--- config.mk ---
export PLATFORM = sky130hd
export DESIGN_NAME = prefix_tree_decoder
export DESIGN_NICKNAME = d
export VERILOG_FILES = /design/src/rtl/prefix_tree_decoder.sv
export SDC_FILE = /design/constraint.sdc
export NUM_CORES = 1
export LEC_CHECK = 0
export BUFFER_PORTS_ARGS = -buffer_cell sky130_fd_sc_hd__buf_2
export CORE_AREA = 2 2 39 41
export DETAILED_ROUTE_END_ITERATION = 8
export DIE_AREA = 0 0 41 43
export PLACE_DENSITY = 0.45
export SYNTH_ARGS = -nofsm -noshare
export SYNTH_HDL_FRONTEND = slang
export SYNTH_SLANG_ARGS = --single-unit
--- constraint.sdc ---
create_clock -name clk -period 1.3 [get_ports clk]
set_input_delay 0.065 -clock clk [delete_from_list [all_inputs] [get_ports clk]]
set_output_delay 0.065 -clock clk [all_outputs]
set_load 0.01 [all_outputs]
--- src/rtl/prefix_tree_decoder.sv ---
module prefix_tree_decoder #(
  parameter int IDX_W = 3
) (
  input  logic             clk,
  input  logic             rst,
  input  logic             bit_valid,
  input  logic             bit_in,
  input  logic             flush,
  output logic             sym_valid,
  output logic [IDX_W-1:0] sym_idx,
  output logic             partial_flag
);

  typedef enum logic [2:0] {
    N_ROOT, N_Z, N_O, N_ZO, N_OO, N_OOO
  } node_t;

  node_t cur, nxt;
  logic leaf;
  logic [IDX_W-1:0] idx;

  always_comb begin
    nxt  = cur;
    leaf = 1'b0;
    idx  = '0;
    if (flush) begin
      nxt = N_ROOT;
    end else if (bit_valid) begin
      case (cur)
        N_ROOT: nxt = bit_in ? N_O : N_Z;
        N_Z: begin
          if (bit_in) nxt = N_ZO;
          else begin leaf = 1'b1; idx = IDX_W'(0); nxt = N_ROOT; end
        end
        N_ZO: begin
          leaf = 1'b1; idx = bit_in ? IDX_W'(2) : IDX_W'(1); nxt = N_ROOT;
        end
        N_O: begin
          if (bit_in) nxt = N_OO;
          else begin leaf = 1'b1; idx = IDX_W'(3); nxt = N_ROOT; end
        end
        N_OO: begin
          if (bit_in) nxt = N_OOO;
          else begin leaf = 1'b1; idx = IDX_W'(4); nxt = N_ROOT; end
        end
        N_OOO: begin
          leaf = 1'b1; idx = bit_in ? IDX_W'(6) : IDX_W'(5); nxt = N_ROOT;
        end
        default: nxt = N_ROOT;
      endcase
    end
  end

  always_ff @(posedge clk) begin
    if (rst) cur <= N_ROOT;
    else     cur <= nxt;
  end

  assign sym_valid    = leaf;
  assign sym_idx      = idx;
  assign partial_flag = flush && (cur != N_ROOT);

  AST_IDX_RANGE: assert property (@(posedge clk) disable iff (rst) sym_valid |-> (sym_idx <= IDX_W'(6)));
  AST_ROOT_NO_EMIT: assert property (@(posedge clk) disable iff (rst) (cur == N_ROOT) |-> !sym_valid);
  AST_LEAF_TO_ROOT: assert property (@(posedge clk) disable iff (rst) sym_valid |=> (cur == N_ROOT));
  AST_IDLE_HOLD: assert property (@(posedge clk) disable iff (rst) (!bit_valid && !flush) |=> $stable(cur));
  AST_FLUSH_NO_EMIT: assert property (@(posedge clk) disable iff (rst) flush |-> !sym_valid);
  AST_FLUSH_TO_ROOT: assert property (@(posedge clk) disable iff (rst) flush |=> (cur == N_ROOT));
  AST_RESET_ROOT: assert property (@(posedge clk) disable iff (rst) $past(rst) |-> (cur == N_ROOT));

endmodule

==> out/summary.log <==
[setup_path] Worst Setup End Kind output port
[synthesis] number of different library cells in the post-synthesis netlist 24
[timing] Hold Vio Cnt, Final 0
[status] outcome finished clean
[timing] worst slew pin tran 0.267 ns
[cells_and_area] largest register by flop count cur
[power_and_ir_drop] leakage power summed over all cells 0.000147 uW
[setup_path] buffer and inverter count on the worst path 2
[power_and_ir_drop] worst IR drop on VDD 0.000465 V
[floorplan] I/O Pins 10
[timing] final clock skew 0.00452 ns
[clock_network] CTS clk-pin slew, worst paths 0.04 ns
[route] DR DRC count 0
[timing] worst hold margin 0.0361 ns
[synthesis] Synth Register Bits 3
[cells_and_area] register cell area after layout 66.3 sq um
[synthesis] EDFF count, synth 0
[clock_network] # clock sinks 3
[setup_path] largest stage delay on the critical path 0.34 ns
[cells_and_area] multi-input gate area in the final layout 200 sq um
[placement] port bufs 9
[global_routing] initial antenna violation count 0
[power_and_ir_drop] power consumption 310 uW
[timing] number of endpoints failing setup at the final stage 0
[timing] Slew Limit Fails 0
[cells_and_area] Filler cells 157
[synthesis] Primary FF master, synth sky130_fd_sc_hd__dfxtp_1
[setup_path] signal arrival time at the worst endpoint 1.17 ns
[flow_run] reported max-cap violation count 0
[hold_path] Hold Path Depth 2
[setup_path] cell-by-cell listing of the critical path inv_1 -> a21o_1 -> a211oi_2 -> buf_2
[cells_and_area] Area Growth Syn to Fin 36.1%
[clock_network] CTS tree yes
[timing] share of the clock period used by the worst path 94.6%
[route] DRC violation total after the first TritonRoute iteration 1
[setup_path] biggest fanout along the worst timing path 4
[placement] placer congestion estimate 0.704
[route] number of detailed-routing iterations run before antenna repair 2
[synthesis] Post-Syn Nets 42
[timing] RSZ-0062 raised after global routing yes
[synthesis] fraction of post-synthesis cell area in the top cell type by area 21.1%
[clock_network] Clock H-tree levels 1
[global_routing] total global routing overflow 0
[setup_path] Reg2Reg Launch Point cur[2]
[synthesis] cell area after synthesis 284 sq um
[timing] worst slew slack as a fraction of its limit 82.2%
[cells_and_area] share of post-route cells with drive strength above 1 42.9%
[floorplan] site row count 14
[clock_network] clk root buf sky130_fd_sc_hd__clkbuf_4
[synthesis] async set or reset register ratio after synthesis 0%
[floorplan] die outline area 0.00176 sq mm
[setup_path] family with the most delay on the worst path compound AO/OA/AOI/OAI gates
[floorplan] Starting Density 20.5%
[synthesis] Post-Synthesis Cells 37
[synthesis] number of warnings issued by yosys 0
[setup_path] Critical Path Slowest Stage Cell sky130_fd_sc_hd__dfxtp_2
[floorplan] Std-Cell Core Area 0.00138 sq mm
[global_routing] number of global-route vias before repair 263
[synthesis] Seq/Total Area, Yosys 21.1%
[hold_path] worst hold-check path type input port to flop
[route] drt wl/cell 9.89 um
[clock_network] number of buffers added by the clock tree synthesis step 3
[clock_network] buffers from clock root to sink, at most 2
[synthesis] Post-Synthesis Mean Instance Area 7.68 sq um
[global_routing] pin count of the biggest net entering global routing 12
[cells_and_area] Largest register FFs 3
[cells_and_area] net count reported at finish 55
[route] Routed Antenna Nets 0
[setup_path] Worst Reg2Reg Path Length in Cells 3
[route] via count 293
[cells_and_area] number of antenna repair diodes 0
[setup_path] Setup Crit Path Kind flop to output port
[placement] final HPWL from detailed placement 483 um
[floorplan] Vert. Die Dim 43 um
[setup_path] reg-to-reg endpoint cur[0]
[timing] time the final worst path needs with I/O delays and setup 1.23 ns
[route] Vias per Instance 4.51
[timing] highest clock frequency the design can meet 0.813 GHz
[cells_and_area] largest registers in the final layout cur (3)
[hold_path] critical hold path startpoint flush
[power_and_ir_drop] power density over cell area 802 mW/mm^2
[global_routing] combined global-route utilization of all metal layers 8.63%
[hold_path] end point of the worst hold path cur[1]
[route] total detailed-routing wirelength 643 um
[global_routing] first-pass GRT wire length 1030 um
[clock_network] later-pin clock latency in the skew report 0.23 ns
[synthesis] list of most frequent post-synthesis cells sky130_fd_sc_hd__a21oi_1 (3), sky130_fd_sc_hd__dfxtp_1 (3), sky130_fd_sc_hd__inv_1 (3), sky130_fd_sc_hd__nor3_1 (3)
[setup_path] type of origin of the critical path flop
[floorplan] Die Span X 41 um
[synthesis] post-synth top area cell sky130_fd_sc_hd__dfxtp_1
[setup_path] minimum setup slack among reg-to-reg paths 0.12 ns
[setup_path] required time worst endpoint 1.24 ns
[placement] Placed Instances 60
[cells_and_area] number of cells in the finished layout apart from fillers 65
[synthesis] synth top area cells sky130_fd_sc_hd__dfxtp_1 (21%), sky130_fd_sc_hd__a21oi_1 (5.3%), sky130_fd_sc_hd__nor3_1 (5.3%)
==> cell families after synthesis <==
logic type,share of synthesized area (%)
flip-flops,21.1
buffers and inverters,11.5
XOR/XNOR,3.08
AO/OA/AOI/OAI,31.7
AND/OR/NAND/NOR,32.6
==> final cells by class <==
type,count,area share (%)
Timing Repair Buffer,11,16.2
Tap cell,16,5.18
Inverter,3,2.91
Multi-Input combinational cell,28,51.8
Clock buffer,4,6.80
Sequential cell,3,17.2
==> worst max-delay path by stage <==
stage            from    endpoint  slack [ns]  depth (start not counted)
6_report       cur[0]   sym_valid        0.07                          4
5_1_grt        cur[1]  sym_idx[1]      -0.002                          4
2_1_floorplan  cur[2]      cur[0]        0.12                          4
4_1_cts        cur[2]  sym_idx[0]        0.03                          4
3_3_place_gp   cur[2]      cur[0]        0.11                          3
3_5_place_dp   cur[2]      cur[0]        0.08                          3
==> routing by layer <==
metal	GRT usage, %	part of all wire (%)	vias up
li1	-	-	157
met1	10.6	48	130
met2	11.9	46	6
met3	6.28	5.3	0
met4	2.00	0	0
met5	0	0	-
==> layout by cell type (no fill, tap or decap), drive strengths merged <==
cell type / netlist / final
buf: 3 / 10
clkbuf: 0 / 4
nor3: 3 / 3
inv: 3 / 3
a21oi: 3 / 3
dfxtp: 3 / 3
nand2: 2 / 2
nor2: 2 / 2
a21boi: 2 / 2
o21a: 2 / 2
and2b: 1 / 1
xnor2: 1 / 1
nand4b: 1 / 1
nand2b: 1 / 1
nor2b: 1 / 1
a21o: 1 / 1
a211oi: 1 / 1
and4bb: 1 / 1
or2: 1 / 1
a2111oi: 1 / 1
a32o: 1 / 1
nor3b: 1 / 1
o21ai: 1 / 1
nand4: 1 / 1
dlygate4sd3: 0 / 1
==> power breakdown <==
part	total (uW)	switching, uW	internal, uW
registers	97.6	4.16	93.4
clock network	161	46.3	115
logic	51.4	25.6	25.8
==> stage by stage <==
stage	util [%]	setup TNS [ns]	cell area [sq um]	setup slack [ns]
after CTS	27.1	0	375	0.0279
after global placement	24.2	0	335	0.113
after floorplan	-	0	284	0.122
final	27.9	0	387	0.0700
after detailed placement	24.2	0	335	0.0839
after global routing	27.9	-0.00185	387	-0.00152
==> repair_timing <==
item / 4_1_cts / 5_1_grt
buffers inserted: 0 / 0
endpoints found under the setup margin: 3 / 2
hold endpoints to repair: 1 / 0
hold buffers: 1 / 0
resized for setup: 3 / 3
Power figures use the tool's default switching activity.
